**src/rtl/rtc_pkg.sv**
```systemverilog
package rtc_pkg;
  typedef enum logic [1:0] {
    SEL_LINE = 2'd0,
    SEL_SLOW = 2'd1,
    SEL_MID  = 2'd2,
    SEL_FAST = 2'd3
  } rate_sel_e;

  function automatic int unsigned max_u(input int unsigned a, input int unsigned b);
    return (a > b) ? a : b;
  endfunction
endpackage

```
**src/rtl/rtc_rate_table.sv**
```systemverilog
module rtc_rate_table
  import rtc_pkg::*;
#(
  parameter int unsigned TB_HZ   = 1000000,
  parameter int unsigned LINE_HI = 60,
  parameter int unsigned LINE_LO = 50,
  parameter int unsigned RATE1   = 10,
  parameter int unsigned RATE2   = 100,
  parameter int unsigned RATE3   = 1000,
  parameter int unsigned CW      = 17
) (
  input  rate_sel_e        sel,
  input  logic             line_50,
  output logic [CW-1:0]    period
);
  localparam int unsigned NCODE = 4;

  function automatic int unsigned fixed_rate(input int unsigned code);
    case (code)
      1:       return RATE1;
      2:       return RATE2;
      default: return RATE3;
    endcase
  endfunction

  logic [CW-1:0] per_tab [NCODE];

  // code 0 follows the line-rate configuration
  assign per_tab[0] = line_50 ? CW'(TB_HZ / LINE_LO) : CW'(TB_HZ / LINE_HI);

  for (genvar g = 1; g < NCODE; g++) begin : g_fixed
    localparam int unsigned PER = TB_HZ / fixed_rate(g);
    assign per_tab[g] = CW'(PER);
  end

  assign period = per_tab[sel];
endmodule

```
**src/rtl/rtc_tick_timer.sv**
```systemverilog
module rtc_tick_timer #(
  parameter int unsigned CW = 17
) (
  input  logic          clk,
  input  logic          rst,
  input  logic          tb_en,
  input  logic          start,
  input  logic          clear,
  input  logic [CW-1:0] period,
  output logic          tick,
  output logic          running
);
  logic [CW-1:0] cnt_q;
  logic          run_q;
  logic [CW-1:0] reload;

  assign reload  = period - CW'(1);
  assign tick    = run_q && tb_en && (cnt_q == '0);
  assign running = run_q;

  always_ff @(posedge clk) begin
    if (rst) begin
      run_q <= 1'b0;
      cnt_q <= '0;
    end else if (clear) begin
      run_q <= 1'b0;
    end else if (start && !run_q) begin
      run_q <= 1'b1;
      cnt_q <= reload;
    end else if (run_q && tb_en) begin
      if (cnt_q == '0) cnt_q <= reload;
      else             cnt_q <= cnt_q - CW'(1);
    end
  end
endmodule

```
**src/rtl/rtc_flags.sv**
```systemverilog
module rtc_flags (
  input  logic clk,
  input  logic rst,
  input  logic start,
  input  logic clear,
  input  logic tick,
  input  logic int_dis,
  output logic busy,
  output logic done,
  output logic irq
);
  logic busy_d, done_d;

  always_comb begin
    busy_d = busy;
    done_d = done;
    if (clear) begin
      busy_d = 1'b0;
      done_d = 1'b0;
    end else if (start) begin
      busy_d = 1'b1;
      done_d = 1'b0;
    end else if (tick && busy) begin
      busy_d = 1'b0;
      done_d = 1'b1;
    end
  end

  always_ff @(posedge clk) begin
    if (rst) begin
      busy <= 1'b0;
      done <= 1'b0;
      irq  <= 1'b0;
    end else begin
      busy <= busy_d;
      done <= done_d;
      irq  <= done_d && !int_dis;
    end
  end
endmodule

```
**src/rtl/rtc_ticker.sv**
```systemverilog
module rtc_ticker
  import rtc_pkg::*;
#(
  parameter int unsigned DATA_W  = 16,
  parameter int unsigned TB_HZ   = 1000000,
  parameter int unsigned LINE_HI = 60,
  parameter int unsigned LINE_LO = 50,
  parameter int unsigned RATE1   = 10,
  parameter int unsigned RATE2   = 100,
  parameter int unsigned RATE3   = 1000
) (
  input  logic              clk,
  input  logic              rst,
  input  logic              tb_en,
  input  logic              dout_stb,
  input  logic [DATA_W-1:0] dout_data,
  input  logic              start_p,
  input  logic              clear_p,
  input  logic              line_50,
  input  logic              int_dis,
  output logic              busy,
  output logic              done,
  output logic              irq
);
  localparam int unsigned MIN_RATE = (LINE_LO < RATE1) ? LINE_LO : RATE1;
  localparam int unsigned MAXP = max_u(max_u(TB_HZ / LINE_HI, TB_HZ / MIN_RATE),
                                       max_u(TB_HZ / RATE2, TB_HZ / RATE3));
  localparam int unsigned CW = $clog2(MAXP + 1);

  rate_sel_e     sel_q, sel_eff;
  logic [CW-1:0] period;
  logic          tick, running;
  logic          unused_upper;

  assign unused_upper = ^dout_data[DATA_W-1:2];
  assign sel_eff = dout_stb ? rate_sel_e'(dout_data[1:0]) : sel_q;

  always_ff @(posedge clk) begin
    if (rst)           sel_q <= SEL_LINE;
    else if (dout_stb) sel_q <= rate_sel_e'(dout_data[1:0]);
  end

  rtc_rate_table #(
    .TB_HZ(TB_HZ), .LINE_HI(LINE_HI), .LINE_LO(LINE_LO),
    .RATE1(RATE1), .RATE2(RATE2), .RATE3(RATE3), .CW(CW)
  ) u_tab (
    .sel(sel_eff), .line_50(line_50), .period(period)
  );

  rtc_tick_timer #(.CW(CW)) u_tmr (
    .clk(clk), .rst(rst), .tb_en(tb_en), .start(start_p), .clear(clear_p),
    .period(period), .tick(tick), .running(running)
  );

  rtc_flags u_flg (
    .clk(clk), .rst(rst), .start(start_p), .clear(clear_p), .tick(tick),
    .int_dis(int_dis), .busy(busy), .done(done), .irq(irq)
  );
endmodule

```
**config.mk**
```make
export PLATFORM = sky130hd
export DESIGN_NAME = rtc_ticker
export DESIGN_NICKNAME = d
export VERILOG_FILES = /design/src/rtl/rtc_pkg.sv /design/src/rtl/rtc_rate_table.sv /design/src/rtl/rtc_tick_timer.sv /design/src/rtl/rtc_flags.sv /design/src/rtl/rtc_ticker.sv
export SDC_FILE = /design/constraint.sdc
export NUM_CORES = 1
export LEC_CHECK = 0
export CORE_ASPECT_RATIO = 1.25
export CORE_UTILIZATION = 45
export DETAILED_ROUTE_END_ITERATION = 8
export GPL_ROUTABILITY_DRIVEN = 0
export HOLD_SLACK_MARGIN = 0.1
export PLACE_DENSITY = 0.73
export RECOVER_POWER = 100
export SLEW_MARGIN = 20
export SYNTH_ARGS = -nofsm -noshare
export SYNTH_HDL_FRONTEND = slang
export SYNTH_SLANG_ARGS = --single-unit
```
**constraint.sdc**
```tcl
create_clock -name clk -period 1.6 [get_ports clk]
set_input_delay 0.32 -clock clk [delete_from_list [all_inputs] [get_ports clk]]
set_output_delay 0.32 -clock clk [all_outputs]
set_load 0.01 [all_outputs]
```
After elaboration in Yosys (flattened, before gate mapping)
Cells that the tools add are included.
Cells by class
  add/subtract/negate cells: 2
  magnitude comparators: 1
  muxes and demuxes: 13
  bitwise operators: 2
  reduce and logical (&&, ||, !) cells: 12
Operator list (number)
  2-to-1 mux 17 bit: 5
  binary-select mux 17 bit (select 2 bit): 1
  subtractor 17 x 1 -> 17 bit, second input constant: 2
  zero test 17 bit: 1
  2-to-1 mux 12 bit: 1
  logical AND 1 bit: 5
  2-to-1 mux 1 bit: 5
  nonzero test 2 bit: 2
  >= comparator 3 bit, second input constant: 1
  inverter 2 -> 3 bit: 1
  zero test 1 bit: 2
  2-to-1 mux 2 bit: 1
  AND reduction 2 bit: 1
  OR reduction 2 bit: 1
  inverter 1 bit: 1
Word-level totals
  register bits after elaboration: 23
  input bits: 24
  output and inout bits: 3
  word-level logic and storage cells: 36

Longest topological paths before layout
Gate-level depths: netlist of the first run.
  word-level depth: 9
  depth in mapped cells: 7
  depth with buffers taken out: 7

Hierarchy
A second synthesis of the first run with hierarchy kept.
Unflattened totals
  cells, all modules: 221
  area total of the unflattened synthesis: 1810.5 um^2
By module, submodules not included
  rtc_tick_timer: times used 1, cells each 186, area an instance 1500.2 um^2, seq. area each 360.3 um^2
  rtc_rate_table: times used 1, cells each 19, area an instance 112.6 um^2, seq. area each 0.0 um^2
  rtc_flags: times used 1, cells each 10, area an instance 111.4 um^2, seq. area each 60.1 um^2
  rtc_ticker: times used 1, cells each 6, area an instance 86.3 um^2, seq. area each 40.0 um^2

Worst setup path before layout of the first run
No wires, ideal clock.
  path kind: register to register
  start point: register u_tmr.cnt_q[2]
  end point: register u_tmr.cnt_q[13]
  library setup time: 117 ps
  arrival: 1659 ps
  required time: 1483 ps
  path slack: -176 ps
  stages on the path, launching flop included: 8
  path buffers: 2
  clock period less this slack: 1776 ps
  cells stage by stage: dfxtp_1 > buf_6 > or4_4 > or2_1 > buf_6 > nor2_1 > o211ai_1 > a32o_1
On the way
  cells in the longest elaborated chain, start to end: 4
  elaborated cells between the ends (all ways): 5
  classes of those cells: add/sub: 1; mux: 3; reduce/logical: 1
Ends and longest elaborated chain
  start: declaration: line rtc_tick_timer.sv:13  | logic [CW-1:0] cnt_q;
  start signal: assignment: line rtc_tick_timer.sv:29  | cnt_q <= reload;
  start signal: assignment: line rtc_tick_timer.sv:31  | if (cnt_q == '0) cnt_q <= reload;
  start signal: assignment: line rtc_tick_timer.sv:32  | else cnt_q <= cnt_q - CW'(1);
  subtractor 17 x 1 -> 17 bit / zero test 17 bit (equally long branches): line rtc_tick_timer.sv:32, rtc_tick_timer.sv:31
  2-to-1 mux 17 bit *: line rtc_tick_timer.sv:31
  2-to-1 mux 17 bit *: line rtc_tick_timer.sv:30  | end else if (run_q && tb_en) begin
  2-to-1 mux 17 bit *: line rtc_tick_timer.sv:27  | end else if (start && !run_q) begin
Every way passes the cells marked *; elsewhere a longest branch is shown, timed or not. The select of a mux whose other input is x is not followed.
A chain may end at the register's enable or synchronous reset.

Final worst setup path of the first run
  start point: register u_tmr.cnt_q[3]
  end point: register u_tmr.cnt_q[10]
Same word-level chain as after synthesis.

==> metrics.md, run 1 <==
| Metric | Value |
|---|---|
| Clock root cell | clkbuf_8 |
| Pwr Total | 0.00297 W |
| Crit path launch type | flip-flop |
| Top-Level Pins | 27 |
| 1st-iter DRT viols | 185 |
| CP startpoint | u_tmr.cnt_q[3] |
| CTS Hold Bufs | 0 |
| Synth Flop Type | dfxtp_1 |
| Vias per cell | 6.73 |
| Synth Warn # | 0 |
| Mapped Area | 1530 um^2 |
| Crit Path Class | flip-flop to flip-flop |
| Max capacitance violation total | 0 |
| Switch share | 0.413 |
| Final Max Tran Viols | 0 |
| Synth Area in Simple Gates | 0.296 |
| Antenna Diode Count | 0 |
| CTS buffer count | 3 |
| Relative slew slack | 0.740 |
| Status | finished with violations |
| Worst Path Arrival | 2.09 ns |
| Post-synthesis cell count | 184 |
| Placed insts | 283 |
| Setup TNS | -4.05 ns |
| Worst Tran Pin Value | 0.390 ns |
| Worst r2r path cells | 6 |
| Area delta synth->final | 75.0% |
| Reg2reg setup slack | -0.34 ns |
| Setup violators final | 19 |
| Leak pwr | 1.08 nW |
| Crit end category | flip-flop |
| Fmax | 517 MHz |
| Largest family of logic cells by synthesized area | simple AND/OR/NAND/NOR gates |
| CTS sink count | 23 |
| CTS clk-pin slew, worst paths | 0.09 ns |
| Int Pwr | 0.00175 W |
| Register area share after synthesis | 0.302 |
| Starting density of the core | 0.474 |
| Synthesized flop and latch total | 23 |
| Clock share of power | 0.128 |
| Ranking of synthesized cells by area | dfxtp_1 30%, o32ai_1 4.0%, mux2i_1 3.9% |
| Tightest Hold Check Type | input port to flip-flop |
| Ratio of cells with drive above 1 in the final layout | 0.556 |
| GRT Overall Usage | 0.392 |
| Slowest CP cell | dfxtp_1 |
| CTS tree | done |
| Syn avg cell area | 8.30 um^2 |
| Antenna violations before repair | 0 |
| Synth Area in Compound Gates | 0.279 |
| RSZ-0062 raised after global routing | true |
| Vias in the first global route | 2060 |
| Remaining Overflow, GRT | 0 |
| Worst EP required | 1.76 ns |
| Post-synth ARST share | 0 |
| Drt total wl | 7220 um |
| Worst r2r dst | u_tmr.cnt_q[10] |
| Placeable Area | 3220 um^2 |
| Max incr delay on CP | 0.37 ns |
| Largest net degree at the start of global routing | 13 |
| Avg WL per Cell | 23.5 um |
| DIE AREA | 3630 um^2 |
| Combinational share of power | 0.640 |
| Xor and xnor area share after synthesis | 0 |
| Final nets | 297 |
| Crit-path max FO | 4 |
| Die span in y | 67.1 um |
| Post-synth top area share | 0.302 |
| Cell variety after synth | 58 |
| Clock skew | 0.00238 ns |
| Detail Placement HPWL | 3680 um |
| Worst R2R Start | u_tmr.cnt_q[3] |
| Worst setup margin | -0.335 ns |
| Post-route ant nets | 0 |
| Hold-critical path endpoint | u_tmr.running |
| Maximum VDD drop | 0.753 mV |
| H-tree Lvls | 1 |
| Period utilisation layout | 1.21 |
| Hold_sp | start_p |
| Pwr/cell area | 1110 nW/um^2 |
| Worst path cell trace | buf_4 > nor4b_2 > nand2_2 > nor3_1 > o21ai_0 > a311o_1 |
| CP top delay family | simple AND/OR/NAND/NOR gates |
| WHS Path Cells | 2 |
| Largest area contributor in the netlist | dfxtp_1 |
| Via count | 2067 |
| Worst Path Buf+Inv | 1 |
| Clk buf depth | 2 |
| Width of the chip | 54.1 um |
| Mux share of post-synthesis cell area | 0.0467 |
| Failing checks | negative setup slack |
| Final Hold Vio Count | 0 |
| Row cnt | 23 |
| Synth Area in Adders | 0.0164 |
| Final instance count without filler cells | 307 |
| Final Critical Period | 1.94 ns |
| Post-synth EDFFs | 0 |
| Sequential power share | 0.232 |
| Worst skew pair latency | 0.27 ns |
| IO buf count | 12 |
| Syn Nets | 210 |
| Drc violations | 0 |
| Switching pwr | 0.00123 W |
| First-pass GRT wire length | 10100 um |
| Hold WS | 0.398 ns |
| DR pass1 iterations | 5 |
power by group through the flow:
stage               clock network (W)  logic, W  registers (W)
floorplan                           0  0.000716       0.000684
global placement                    0   0.00115       0.000686
detailed placement                  0   0.00118       0.000691
CTS                          0.000379   0.00159       0.000683
global route                 0.000408   0.00197       0.000693
finish                       0.000380   0.00190       0.000689
through the flow:
| stage | utilization | cell area [um^2] | setup WS (ns) |
|---|---|---|---|
| final | 0.829 | 2670 | -0.335 |
| after global routing | 0.829 | 2670 | -0.553 |
| after CTS | 0.775 | 2500 | -0.216 |
| after detailed placement | 0.663 | 2140 | -0.386 |
| after global placement | 0.663 | 2140 | -0.360 |
| after floorplan | - | 1590 | -0.160 |
synthesized netlist by cell type (4+ instances only):
| cell | n |
|---|---|
| o21ai_1 | 4 |
| o21ai_0 | 8 |
| nor3_1 | 11 |
| dfxtp_1 | 23 |
| o32ai_1 | 7 |
| nand2_1 | 15 |
| mux2i_1 | 6 |
| nand3_1 | 5 |
| a21oi_1 | 6 |
| nor2b_1 | 5 |
| nand2b_1 | 5 |
| clkbuf_1 | 4 |
| inv_1 | 9 |
| nor2_1 | 13 |
layer usage:
metal | GRT usage | vias up | wire (um) | share of wire
met3 | 0.151 | 57 | 709 | 0.098
met4 | 0.269 | 0 | 472 | 0.065
met2 | 0.622 | 163 | 3450 | 0.48
met5 | 0 | - | 0 | 0
li1 | - | 876 | - | -
met1 | 0.418 | 971 | 2590 | 0.36
cell families (layout without fill, tap and decap cells):
| group | Yosys count | after routing |
|---|---|---|
| AND/OR/NAND/NOR | 77 | 77 |
| AO/OA/AOI/OAI | 56 | 57 |
| flip-flops | 23 | 23 |
| buffers and inverters | 19 | 104 |
| multiplexers | 7 | 7 |
| adder cells (fa/ha/maj) | 2 | 2 |
worst max path at each step:
stage | endpoint | depth (start not counted) | slack (ns)
detailed placement | u_tmr.cnt_q[10] | 5 | -0.39
global placement | u_tmr.cnt_q[10] | 5 | -0.36
finish | u_tmr.cnt_q[10] | 6 | -0.34
CTS | u_tmr.cnt_q[14] | 7 | -0.22
floorplan | u_tmr.cnt_q[13] | 7 | -0.16
global route | u_tmr.cnt_q[10] | 6 | -0.55
worst reg2reg max path, cell delays in order, from the launching register on:
cell and delay [ns]:
dfxtp_1 0.37, buf_4 0.17, nor4b_2 0.37, nand2_2 0.15, nor3_1 0.23, o21ai_0 0.16, a311o_1 0.37
sequential cells by signal, indices dropped and copies added, names as in the netlist:
name and flops:
u_tmr.running 1, u_flg.irq 1, u_flg.done 1, u_flg.busy 1
sel_q 2, u_tmr.cnt_q 17
timing repair:
action                                  4_1_cts  5_1_grt
hold endpoints to repair                      0        0
resized for setup                            51       27
buffers inserted                             13        6
endpoints found under the setup margin       20       20
gates cloned                                  1        0
pin swaps                                    21       13
final cells by class:
cell class	count	area (um^2)
Tap cell	37	46.3
Fill cell	155	552
Inverter	9	33.8
Timing Repair Buffer	91	767
Sequential cell	23	472
Clock buffer	4	45.0
Multi-Input combinational cell	143	1310
placed cells by master, fill, tap and decap left out, drive strengths merged, types with 6 or more instances in the layout:
| master | n |
|---|---|
| nor2 | 14 |
| nand2 | 15 |
| clkdlybuf4s50 | 9 |
| nor3 | 14 |
| dfxtp | 23 |
| o21ai | 13 |
| inv | 9 |
| mux2i | 6 |
| o32ai | 7 |
| buf | 78 |
| a21oi | 9 |
Note: power is estimated with default switching activity, not from simulation.
==> run 2: changes to the inputs <==
--- a/config.mk
+++ b/config.mk
@@ -8,9 +8,9 @@
 export CORE_ASPECT_RATIO = 1.25
 export CORE_UTILIZATION = 45
 export DETAILED_ROUTE_END_ITERATION = 8
-export GPL_ROUTABILITY_DRIVEN = 0
+export GPL_ROUTABILITY_DRIVEN = 1
 export HOLD_SLACK_MARGIN = 0.1
-export PLACE_DENSITY = 0.73
+export PLACE_DENSITY = 0.7
 export RECOVER_POWER = 100
 export SLEW_MARGIN = 20
 export SYNTH_ARGS = -nofsm -noshare
==> constraint.sdc (replaced) <==
create_clock -name clk -period 2.05 [get_ports clk]
set_input_delay 0.41 -clock clk [delete_from_list [all_inputs] [get_ports clk]]
set_output_delay 0.41 -clock clk [all_outputs]
set_load 0.01 [all_outputs]
==> run 2 against run 1 <==
Effect of this change: fmax shrank 0.84%; hold slack improved by 0.082 ns; first-iteration DRC count down 49%; the run now ends clean; critical path type unchanged; setup slack better by 0.43 ns; flip-flop and latch count is the same; utilization shrank 24 points; combinational power shrank 60%; largest power group unchanged; global-route usage decreased by 12 points; power down 46%; register-to-register slack improved by 0.43 ns.
==> metrics.md, run 2 (synthesis gave the netlist of run 1 again) <==
| Metric | Value |
|---|---|
| Setup TNS | 0 ns (+4.05 ns) |
| Placer Congestion | 0.894 |
| Die span in y | 67.1 um (unchanged) |
| Worst R2R Start | u_tmr.cnt_q[0] |
| Most flops, register | u_tmr.cnt_q |
| Drc violations | 0 (unchanged) |
| Detail Placement HPWL | 3320 um (-9.8%) |
| Drt total wl | 4460 um (-38%) |
| Hold_sp | u_flg.done |
| Row cnt | 23 (unchanged) |
| Crit Path Class | flip-flop to flip-flop |
| H-tree Lvls | 1 (unchanged) |
| Fmax | 512 MHz (-0.84%) |
| Area delta synth->final | 23.4% |
| Most common cell after layout, fill and taps aside | dfxtp_1 |
| CTS tree | done |
| Final Critical Period | 1.95 ns (+0.0163 ns) |
| Post-DP Area | 1820 um^2 (-15%) |
| DIE AREA | 3630 um^2 (unchanged) |
| Post-route ant nets | 0 (unchanged) |
| Crit-path max FO | 5 (+1) |
| Vias per cell | 6.29 (-6.6%) |
| Register area | 460 um^2 (-2.4%) |
| CTS buffer count | 3 (unchanged) |
| Vias in the first global route | 1481 (-28%) |
| CTS clk-pin slew, worst paths | 0.09 ns (about the same) |
| Worst EP required | 2.22 ns (+0.46 ns) |
| Leading registers by flop count | u_tmr.cnt_q x17, sel_q x2 |
| Placeable Area | 3220 um^2 (unchanged) |
| Hold-critical path endpoint | u_flg.done |
| Maximum VDD drop | 0.431 mV (-43%) |
| Antenna violations before repair | 0 (unchanged) |
| FILL cells | 313 (+100%) |
| Worst Tran Pin Value | 0.433 ns (+0.0431 ns) |
| Multi-input logic area | 991 um^2 (-24%) |
| Most frequent cells in the layout | 23 x dfxtp_1, 22 x buf_4, 15 x nand2_1 |
| Antenna Diode Count | 0 (unchanged) |
| Final instance area | 1880 um^2 (-30%) |
| Setup violators final | 0 (-19) |
| Avg WL per Cell | 17.6 um (-25%) |
| Leak pwr | 0.728 nW (-33%) |
| Clock skew | 0.00674 ns (+0.00436 ns) |
| CTS sink count | 23 (unchanged) |
| Ratio of cells with drive above 1 in the final layout | 0.203 (-0.353) |
| Relative slew slack | 0.704 (-0.0362) |
| Reg2reg setup slack | 0.1 ns (+0.43 ns) |
| Worst skew pair latency | 0.27 ns (about the same) |
| Remaining Overflow, GRT | 0 (unchanged) |
| Width of the chip | 54.1 um (unchanged) |
| First-pass GRT wire length | 6980 um (-31%) |
| Worst Path Arrival | 2.12 ns (+0.03 ns) |
| Tightest Hold Check Type | flip-flop to flip-flop |
| Crit path launch type | flip-flop |
| Placed insts | 248 (-12%) |
| Worst r2r path cells | 8 (+2) |
| Clk buf depth | 2 (unchanged) |
| Clock root cell | clkbuf_8 |
| IO buf count | 12 (unchanged) |
| Max reg flops | 17 (unchanged) |
| 1st-iter DRT viols | 95 (-49%) |
| Period utilisation layout | 0.952 (-0.258) |
| Max capacitance violation total | 0 (unchanged) |
| Final Hold Vio Count | 0 (unchanged) |
| Final Max Tran Viols | 0 (unchanged) |
| DR pass1 iterations | 4 (-1) |
| Top-Level Pins | 27 (unchanged) |
| Starting density of the core | 0.474 (unchanged) |
| Largest net degree at the start of global routing | 13 (unchanged) |
| Via count | 1598 (-23%) |
| GRT Overall Usage | 0.269 (-0.123) |
| Final instance count without filler cells | 254 (-17%) |
| Status | finished, final reports clean |
| Worst r2r dst | u_tmr.cnt_q[14] |
| WHS Path Cells | 2 (unchanged) |
| Crit end category | flip-flop |
| Pwr/cell area | 854 nW/um^2 (-23%) |
| Final nets | 244 (-18%) |
run 2: critical path, cell delays in order, from the launching register on:
cell and delay (ns):
dfxtp_1 0.35, inv_1 0.12, ha_4 0.15, or4b_4 0.50, nor3_4 0.24, buf_4 0.16, nand3_1 0.08, mux2i_1 0.18
a221oi_2 0.07
run 2: through the flow:
stage / hold slack, ns / power, W / worst slack [ns] / utilization
global route: 0.508 / 0.00169 / -0.0133 / 0.584
CTS: 0.489 / 0.00156 / 0.0292 / 0.579
floorplan: 0.461 / 0.00103 / 0.274 / -
detailed placement: 0.473 / 0.00127 / -0.0482 / 0.565
finish: 0.479 / 0.00161 / 0.0987 / 0.584
global placement: 0.466 / 0.00125 / -0.0227 / 0.565
run 2: worst max path at each step:
stage,startpoint,to
after floorplan,u_tmr.cnt_q[2],u_tmr.cnt_q[13]
after global placement,start_p,u_tmr.cnt_q[8]
after detailed placement,dout_stb,u_tmr.cnt_q[10]
after CTS,u_tmr.cnt_q[0],u_tmr.cnt_q[14]
after global routing,u_tmr.cnt_q[1],u_tmr.cnt_q[14]
final,u_tmr.cnt_q[0],u_tmr.cnt_q[14]
run 2: area by class of cell:
cell class | instances | area share
sequential | 23 | 0.245
clock buffer | 4 | 0.0239
tap | 37 | 0.0246
timing repair buffer | 39 | 0.163
multi-input combinational | 142 | 0.526
inverter | 9 | 0.0179
run 2: timing repair:
item	in CTS	in global routing
setup endpoints to repair	0	2
hold buffers	0	0
resized for setup	0	4
setup buffers	0	2
run 2: routing by layer:
layer  wire [um]  track usage  part of all wire  up-vias
met5           0            0                 0        -
met4         148        0.160             0.033        0
met3         235       0.0365             0.053       15
met2        2220        0.446              0.50       69
met1        1860        0.321              0.42      747
li1            -            -                 -      767
run 2: power by group:
| group | internal (W) | switching (W) |
|---|---|---|
| clock network | 0.000139 | 0.000161 |
| logic | 0.000355 | 0.000411 |
| registers | 0.000486 | 0.0000546 |
